$ cat config.mk
export PLATFORM = sky130hd
export DESIGN_NAME = sparse_xlate
export DESIGN_NICKNAME = d
export VERILOG_FILES = /design/src/rtl/sx_pkg.sv /design/src/rtl/sx_ext_reg.sv /design/src/rtl/sx_decode.sv /design/src/rtl/sx_ctrl.sv /design/src/rtl/sparse_xlate.sv
export SDC_FILE = /design/constraint.sdc
export NUM_CORES = 1
export LEC_CHECK = 0
export ABC_AREA = 1
export BUFFER_PORTS_ARGS = -buffer_cell sky130_fd_sc_hd__buf_4
export CORE_MARGIN = 2
export CORE_UTILIZATION = 35
export DETAILED_ROUTE_END_ITERATION = 16
export PLACE_DENSITY = 0.59
export SYNTH_ARGS = -nofsm -noshare
export SYNTH_HDL_FRONTEND = slang
export SYNTH_SLANG_ARGS = --single-unit
$ cat constraint.sdc
create_clock -name clk -period 1.7 [get_ports clk]
set_input_delay 0.17 -clock clk [delete_from_list [all_inputs] [get_ports clk]]
set_output_delay 0.17 -clock clk [all_outputs]
set_load 0.01 [all_outputs]
$ cat src/rtl/sx_pkg.sv
package sx_pkg;

  localparam int unsigned SX_LANES = 4;
  localparam int unsigned SX_DW    = 8 * SX_LANES;

  typedef enum logic [1:0] {
    LEN_BYTE = 2'b00,
    LEN_WORD = 2'b01,
    LEN_RSVD = 2'b10,
    LEN_LONG = 2'b11
  } sx_len_e;

  typedef enum logic [1:0] {
    ST_IDLE,
    ST_ISSUE,
    ST_WAIT,
    ST_RESP
  } sx_state_e;

  // Data mask for the transfer size, low-aligned.
  function automatic logic [SX_DW-1:0] sx_mask(sx_len_e len);
    case (len)
      LEN_BYTE: return 32'h0000_00FF;
      LEN_WORD: return 32'h0000_FFFF;
      LEN_LONG: return 32'hFFFF_FFFF;
      default:  return '0;
    endcase
  endfunction

  function automatic logic [SX_LANES-1:0] sx_be(sx_len_e len, logic [1:0] off);
    case (len)
      LEN_BYTE: return 4'b0001 << off;
      LEN_WORD: return 4'b0011 << off;
      LEN_LONG: return 4'b1111;
      default:  return '0;
    endcase
  endfunction

  function automatic logic sx_len_ok(sx_len_e len, logic [1:0] off);
    case (len)
      LEN_BYTE: return 1'b1;
      LEN_WORD: return off != 2'd3;
      LEN_LONG: return off == 2'd0;
      default:  return 1'b0;
    endcase
  endfunction

  // Move low-aligned data into its lane.
  function automatic logic [SX_DW-1:0] sx_place(sx_len_e len, logic [1:0] off,
                                                logic [SX_DW-1:0] data);
    return (data & sx_mask(len)) << {off, 3'b000};
  endfunction

  // Pull the selected lanes down to bit 0.
  function automatic logic [SX_DW-1:0] sx_pick(sx_len_e len, logic [1:0] off,
                                               logic [SX_DW-1:0] data);
    return (data >> {off, 3'b000}) & sx_mask(len);
  endfunction

endpackage

$ cat src/rtl/sx_ext_reg.sv
module sx_ext_reg #(
  parameter int unsigned EXT_W = 3
) (
  input  logic             clk,
  input  logic             rst_n,
  input  logic             we,
  input  logic [EXT_W-1:0] wdata,
  output logic [EXT_W-1:0] q
);

  always_ff @(posedge clk or negedge rst_n) begin
    if (!rst_n)  q <= '0;
    else if (we) q <= wdata;
  end

endmodule

$ cat src/rtl/sx_decode.sv
module sx_decode
  import sx_pkg::*;
#(
  parameter int unsigned HADDR_W = 40,
  parameter int unsigned DADDR_W = 32,
  parameter int unsigned EXT_W   = 3,
  parameter int unsigned OFFS_W  = 27,
  parameter int unsigned MEM_TAG = 2,
  parameter int unsigned IO_TAG  = 3
) (
  input  logic [HADDR_W-1:0]  addr,
  input  logic                write,
  input  logic [SX_DW-1:0]    wdata,
  input  logic [EXT_W-1:0]    ext,
  output logic [DADDR_W-1:0]  d_addr,
  output logic [SX_LANES-1:0] d_be,
  output logic [SX_DW-1:0]    d_wdata,
  output logic                d_io,
  output logic                d_err,
  output sx_len_e             d_len,
  output logic [1:0]          d_off
);

  localparam int unsigned REG_LSB = OFFS_W + 5;
  localparam int unsigned TAG_W   = HADDR_W - REG_LSB;

  logic [TAG_W-1:0]   tag;
  logic [OFFS_W-1:0]  offs;
  logic               hit_mem, hit_io;
  logic [DADDR_W-1:0] mem_addr, io_addr;
  logic [2:0]         unused_low;

  assign unused_low = addr[2:0];
  assign tag     = addr[HADDR_W-1:REG_LSB];
  assign d_len   = sx_len_e'(addr[4:3]);
  assign d_off   = addr[6:5];
  assign offs    = {addr[REG_LSB-1:7], 2'b00};
  assign hit_mem = (tag == TAG_W'(MEM_TAG));
  assign hit_io  = (tag == TAG_W'(IO_TAG));

  assign io_addr  = DADDR_W'(offs);
  assign mem_addr = io_addr | (DADDR_W'(ext) << (DADDR_W - EXT_W));

  assign d_addr  = hit_io ? io_addr : mem_addr;
  assign d_io    = hit_io;
  assign d_be    = sx_be(d_len, d_off);
  assign d_wdata = write ? sx_place(d_len, d_off, wdata) : '0;
  assign d_err   = !(hit_mem || hit_io) || !sx_len_ok(d_len, d_off);

endmodule

$ cat src/rtl/sx_ctrl.sv
module sx_ctrl
  import sx_pkg::*;
#(
  parameter int unsigned DADDR_W = 32
) (
  input  logic                clk,
  input  logic                rst_n,
  input  logic                req_valid,
  output logic                req_ready,
  input  logic                req_write,
  input  logic [DADDR_W-1:0]  d_addr,
  input  logic [SX_LANES-1:0] d_be,
  input  logic [SX_DW-1:0]    d_wdata,
  input  logic                d_io,
  input  logic                d_err,
  input  sx_len_e             d_len,
  input  logic [1:0]          d_off,
  output logic                dn_valid,
  input  logic                dn_ready,
  output logic [DADDR_W-1:0]  dn_addr,
  output logic [SX_LANES-1:0] dn_be,
  output logic                dn_write,
  output logic [SX_DW-1:0]    dn_wdata,
  output logic                dn_io,
  input  logic                dn_ack,
  input  logic [SX_DW-1:0]    dn_rdata,
  output logic                rsp_valid,
  output logic [SX_DW-1:0]    rsp_rdata,
  output logic                rsp_err
);

  sx_state_e  state;
  sx_len_e    len_q;
  logic [1:0] off_q;

  assign req_ready = (state == ST_IDLE);
  assign dn_valid  = (state == ST_ISSUE);
  assign rsp_valid = (state == ST_RESP);

  always_ff @(posedge clk or negedge rst_n) begin
    if (!rst_n) begin
      state     <= ST_IDLE;
      dn_addr   <= '0;
      dn_be     <= '0;
      dn_write  <= 1'b0;
      dn_wdata  <= '0;
      dn_io     <= 1'b0;
      len_q     <= LEN_BYTE;
      off_q     <= '0;
      rsp_rdata <= '0;
      rsp_err   <= 1'b0;
    end else begin
      case (state)
        ST_IDLE: if (req_valid) begin
          rsp_rdata <= '0;
          if (d_err) begin
            rsp_err <= 1'b1;
            state   <= ST_RESP;
          end else begin
            rsp_err  <= 1'b0;
            dn_addr  <= d_addr;
            dn_be    <= d_be;
            dn_write <= req_write;
            dn_wdata <= d_wdata;
            dn_io    <= d_io;
            len_q    <= d_len;
            off_q    <= d_off;
            state    <= ST_ISSUE;
          end
        end
        ST_ISSUE: if (dn_ready) state <= ST_WAIT;
        ST_WAIT: if (dn_ack) begin
          rsp_rdata <= dn_write ? '0 : sx_pick(len_q, off_q, dn_rdata);
          state     <= ST_RESP;
        end
        default: state <= ST_IDLE;
      endcase
    end
  end

endmodule

$ cat src/rtl/sparse_xlate.sv
module sparse_xlate
  import sx_pkg::*;
#(
  parameter int unsigned HADDR_W = 40,
  parameter int unsigned DADDR_W = 32,
  parameter int unsigned EXT_W   = 3,
  parameter int unsigned OFFS_W  = 27,
  parameter int unsigned MEM_TAG = 2,
  parameter int unsigned IO_TAG  = 3
) (
  input  logic               clk,
  input  logic               rst_n,
  input  logic               ext_we,
  input  logic [EXT_W-1:0]   ext_wdata,
  input  logic               req_valid,
  output logic               req_ready,
  input  logic [HADDR_W-1:0] req_addr,
  input  logic               req_write,
  input  logic [31:0]        req_wdata,
  output logic               dn_valid,
  input  logic               dn_ready,
  output logic [DADDR_W-1:0] dn_addr,
  output logic [3:0]         dn_be,
  output logic               dn_write,
  output logic [31:0]        dn_wdata,
  output logic               dn_io,
  input  logic               dn_ack,
  input  logic [31:0]        dn_rdata,
  output logic               rsp_valid,
  output logic [31:0]        rsp_rdata,
  output logic               rsp_err
);

  logic [EXT_W-1:0]    ext_q;
  logic [DADDR_W-1:0]  d_addr;
  logic [SX_LANES-1:0] d_be;
  logic [SX_DW-1:0]    d_wdata;
  logic                d_io, d_err;
  sx_len_e             d_len;
  logic [1:0]          d_off;

  // Named events for the checker.
  logic ev_accept, ev_accept_err;
  assign ev_accept     = req_valid && req_ready;
  assign ev_accept_err = ev_accept && d_err;

  sx_ext_reg #(.EXT_W(EXT_W)) u_ext (
    .clk(clk), .rst_n(rst_n), .we(ext_we), .wdata(ext_wdata), .q(ext_q)
  );

  sx_decode #(
    .HADDR_W(HADDR_W), .DADDR_W(DADDR_W), .EXT_W(EXT_W),
    .OFFS_W(OFFS_W), .MEM_TAG(MEM_TAG), .IO_TAG(IO_TAG)
  ) u_dec (
    .addr(req_addr), .write(req_write), .wdata(req_wdata), .ext(ext_q),
    .d_addr(d_addr), .d_be(d_be), .d_wdata(d_wdata), .d_io(d_io),
    .d_err(d_err), .d_len(d_len), .d_off(d_off)
  );

  sx_ctrl #(.DADDR_W(DADDR_W)) u_ctrl (
    .clk(clk), .rst_n(rst_n),
    .req_valid(req_valid), .req_ready(req_ready), .req_write(req_write),
    .d_addr(d_addr), .d_be(d_be), .d_wdata(d_wdata), .d_io(d_io),
    .d_err(d_err), .d_len(d_len), .d_off(d_off),
    .dn_valid(dn_valid), .dn_ready(dn_ready), .dn_addr(dn_addr),
    .dn_be(dn_be), .dn_write(dn_write), .dn_wdata(dn_wdata), .dn_io(dn_io),
    .dn_ack(dn_ack), .dn_rdata(dn_rdata),
    .rsp_valid(rsp_valid), .rsp_rdata(rsp_rdata), .rsp_err(rsp_err)
  );

endmodule

### Yosys cells after proc, flatten, opt, wreduce, memory -nomap -nowiden

Cells that the tools add are included.

* equal/unequal tests: 13
* shifts and indexed selects: 4
* multiplexer cells: 18
* bitwise gates (word level): 4
* reductions and logical operators: 13

Operators by type and width (count)
* two-way mux 32 bit: 7
* one-hot mux 32 bit (3 select lines): 2
* AND 32 bit: 2
* one-hot mux 32 bit (2 select lines): 1
* bitwise OR 27 x 32 -> 32 bit: 1
* << shifter 32 x 5 -> 32 bit: 1
* >> shifter 32 x 5 -> 32 bit: 1
* equality test 8 x 2 -> 1 bit (second input constant): 2
* one-hot mux 4 bit (3 select lines): 1
* AND reduction 3 bit: 3
* equality test 2 bit (second input constant): 4
* logical NOT 2 bit: 4
* two-way mux 2 bit: 4
* equality test 2 x 1 -> 1 bit (second input constant): 3
* inequality test 2 bit (second input constant): 3
* one-hot mux 2 bit (3 select lines): 1
* << shifter 1 x 2 -> 4 bit (first input constant): 1
* << shifter 2 x 2 -> 4 bit (first input constant): 1
* one-hot mux 1 bit (3 select lines): 1
* logical NOT 1 bit: 2
* logical OR 1 bit: 2
* inequality test 2 x 1 -> 1 bit (second input constant): 1
* AND reduction 2 bit: 1
* nonzero test 2 bit: 1
* other kinds (2): 2

* register bits: 112
* input bits: 114
* output and inout bits: 106
* logic and storage cells: 63

### Longest topological paths before layout

* depth after elaboration: 8
* gate-level depth with buffers: 9
* depth with buffers taken out: 9

### Modules after synthesis

From an unflattened synthesis, not the netlist that was laid out.

* cell total of the unflattened synthesis: 905
* area total of the unflattened synthesis: 6276.0 um^2

By module, submodules not included
* sx_ctrl: instances 1, cells each 653, area an instance 4942.2 um^2, sequential area each 2727.6 um^2
* sx_decode: instances 1, cells each 239, area an instance 1221.2 um^2, sequential area each 0.0 um^2
* sx_ext_reg: instances 1, cells each 13, area an instance 112.6 um^2, sequential area each 75.1 um^2

### Least setup slack after synthesis

Ideal clock, no wire load.

* path type: reg-to-reg
* start point: register u_ctrl.state[0]
* end point: register u_ctrl.dn_addr[10]
* setup time: 116 ps
* arrival: 1442 ps
* data required time: 1584 ps
* setup slack: 142 ps
* cell stages (with the launch flop): 10
* path buffers: 2
* period minus slack after synthesis: 1558 ps
* cells stage by stage: dfrtp_1 > inv_1 > ha_1 > nand2_1 > inv_1 > nand3_4 > buf_6 > buf_4 > nand2_1 > nand2_1

* longest elaborated chain between the ends: 2

RTL lines
* start: declaration: line sx_ctrl.sv:32 `sx_state_e state;`
* start signal: assignment: line sx_ctrl.sv:42 `state <= ST_IDLE;`
* start signal: assignment: line sx_ctrl.sv:58 `state <= ST_RESP;`
* start signal: assignment: line sx_ctrl.sv:68 `state <= ST_ISSUE;`
* logical NOT 2 bit
* via req_ready: line sparse_xlate.sv:16 `output logic req_ready,`
* AND reduction 3 bit (no source line)
* end signal: assignment: line sx_ctrl.sv:61 `dn_addr <= d_addr;`
* end: declaration: line sx_ctrl.sv:20 `output logic [DADDR_W-1:0] dn_addr,`

The timed path passes the listed nets, and every way through them passes these cells.
A chain may end at the register's enable or synchronous reset.

### Worst setup path in the final report

* start point: register u_ctrl.state[0]
* end point: register u_ctrl.dn_wdata[29]

* longest elaborated chain between the ends: 2

RTL lines
* logical NOT 2 bit: line sx_ctrl.sv:53 `case (state)`
* AND reduction 3 bit (no source line)
* end signal: assignment: line sx_ctrl.sv:64 `dn_wdata <= d_wdata;`
* end: declaration: line sx_ctrl.sv:23 `output logic [SX_DW-1:0] dn_wdata,`

Every way passes these cells.

==> reports/summary.txt <==
Pre-antenna DRT Iters: 5
Clock buffer depth: 2
Core area: 15150 sq um
DRC violations left: 0
Max-cap violation count: 0
Vias in the first global route: 5267
CTS root buf: clkbuf_16
# nets final: 1038
Non-Filler Instances: 1113
I/O Buffers: 212
GRT Util Overall: 21.14%
Clk sinks: 108
Final hold viol count: 0
GRT Max-Usage Layer: met2
Num rows: 45
Skew final: 0.007029 ns
Number of synthesized flops with an enable pin: 0
Fmax: 619.0 MHz
Largest net degree at the start of global routing: 42
Average size of a mapped cell: 7.783 sq um
CTS H-tree depth: 3
Synth area leader: dfrtp_1
Post-synthesis register bit count: 108
Die area: 16420 sq um
Worst Path Max Fanout: 33
RSZ-0062 raised after global routing: true
Grt met1 use: 26.42%
Post-Syn Area: 5394 sq um
Top_reg_cell synth: dfrtp_1
CTS Buf Count: 9
Most common cell in the synthesized netlist: nand2_1
Hold Crit Class: input pin to register
CP endpoint kind: register
Cell Pwr Density: 908.8 nW/um^2
Synth unique cells: 28
Fin util: 51.48%
Worst EP required: 1.97 ns
Min Hold Slack: 0.008719 ns
Number of vias per cell: 4.863
Asr flop ratio synth: 100.0%
Grt met3 use: 5.134%
Number of DRC markers in iteration 0: 321
Synth top area cells: dfrtp_1 50%, nand2_1 20%, o21ai_0 9.1%
Initial core utilization: 35.61%
Final Cycle Share: 95.04%
Layout cells sized above 1: 31.24%
Crit Path Class: register to register
Post-synth top area share: 50.10%
Die width: 128.1 um
Post-synth top cells: 283 x nand2_1, 108 x dfrtp_1, 98 x o21ai_0
Outcome: finished, final reports clean
Met2 Resource Use GR: 35.64%
CP Launch Type: register
Sequential element share of the synthesized area: 50.10%
DP Wirelength: 12.83 mm
Die H: 128.1 um
Syn-to-layout area delta: 44.56%
Syn Inst Count: 693
Initial antenna violation count: 0
# IOs: 220
Max-slew violation count: 0
Tmin final: 1.616 ns
Final setup fails: 0
Final WL: 17.42 mm
Worst EP arrival: 1.88 ns
Leak Pwr: 4.121 nW
Antenna-violating nets left: 0
Max IR drop VDD: 0.0005195 V
CTS tree: done
Synth Warn #: 0
Worst-Skew Late Latency: 0.36 ns
Routability cong.: 0.8024
Dpl cells: 1078
Worst-path clk slew: 0.08 ns
WL/cell: 15.65 um
Global-route wire length before repair: 27.01 mm
Antenna diodes: 0
GRT overflow: 0
Via count: 5412
==> area by class of cell <==
type                    count  area (sq um)
fillers                  1528          7348
multi-input cells         509          2380
well taps                 188         235.2
clock buffers               9         225.2
inverters                  32         123.9
repair buffers            260          2072
flip-flops and latches    108          2703
clock inverters             7         58.81
==> kinds of logic after synthesis <==
kind of cell,synth area share [%]
simple gates,27.09
compound gates,14.89
flops,50.10
buf+inv,6.912
fa+ha+maj,0.9279
other cells,0.06952
==> per-layer routing <==
metal,vias up,part of all wire (%)
met5,-,0
met4,0,2.0
met3,22,7.1
met2,194,48
met1,2466,43
li1,2730,-
==> cell usage in the layout (no fill, tap or decap), drive strengths merged <==
master and count:
dfrtp 108, ha 4, a22o 5, nand3 43, clkinv 2, or2 2, a31oi 1, nand2 285
nand3b 1, dlygate4sd3 13, buf 247, clkbuf 9, conb 4, o31ai 9, nor2 16, clkinvlp 4
o21ai 101, a21oi 9, nand4 11, o211ai 18, inv 33
==> stage by stage <==
stage	power (W)	worst slack, ns	TNS [ns]	area [sq um]
after floorplan	0.003867	0.1418	0	5405
after global placement	0.004875	0.04932	0	7279
after detailed placement	0.004883	0.05705	0	7279
after CTS	0.006969	0.03336	0	7694
after global routing	0.007490	-0.02356	-0.1787	7797
final	0.007086	0.08439	0	7797
==> registers in the layout, summed over array words and instances (netlist names) <==
name              flops
u_ctrl.off_q          2
u_ctrl.dn_write       1
u_ctrl.dn_io          1
u_ctrl.dn_wdata      32
u_ext.q               3
u_ctrl.state          2
u_ctrl.len_q          2
u_ctrl.dn_addr       28
u_ctrl.dn_be          4
u_ctrl.rsp_rdata     32
u_ctrl.rsp_err        1
==> what timing repair did <==
| item | 4_1_cts | 5_1_grt |
|---|---|---|
| endpoints found under the setup margin | 0 | 80 |
| hold endpoints to repair | 42 | 0 |
| hold buffers | 13 | 0 |
| resized for setup | 0 | 21 |
| setup buffers | 0 | 4 |
==> final timing paths <==
check	from	endpoint	slack, ns	depth (start not counted)
max	u_ctrl.state[0]	u_ctrl.dn_wdata[29]	0.08	8
min	req_addr[17]	u_ctrl.dn_addr[12]	0.009	3
max reg2reg	u_ctrl.state[0]	u_ctrl.dn_wdata[29]	0.08	8
min reg2reg	u_ctrl.dn_addr[8]	u_ctrl.dn_addr[8]	0.49	2
max in group asynchronous	rst_n	u_ctrl.dn_wdata[15]	0.82	3
min in group asynchronous	rst_n	u_ctrl.dn_addr[24]	0.32	2
==> power breakdown <==
| group | switching, W | internal, W | total (W) |
|---|---|---|---|
| sequential | 0.0000968 | 0.00274 | 0.00284 |
| clock | 0.00104 | 0.00102 | 0.00206 |
| combinational | 0.00121 | 0.000984 | 0.00219 |
==> worst max-delay path: stages, from the launching register on <==
cell     delay [ns]
dfrtp_1        0.39
inv_1          0.09
ha_2           0.23
nand2_1        0.07
inv_2          0.10
buf_4          0.15
nand4_2        0.13
buf_12         0.20
o21ai_0        0.17
(Power assumes the default switching activity.)
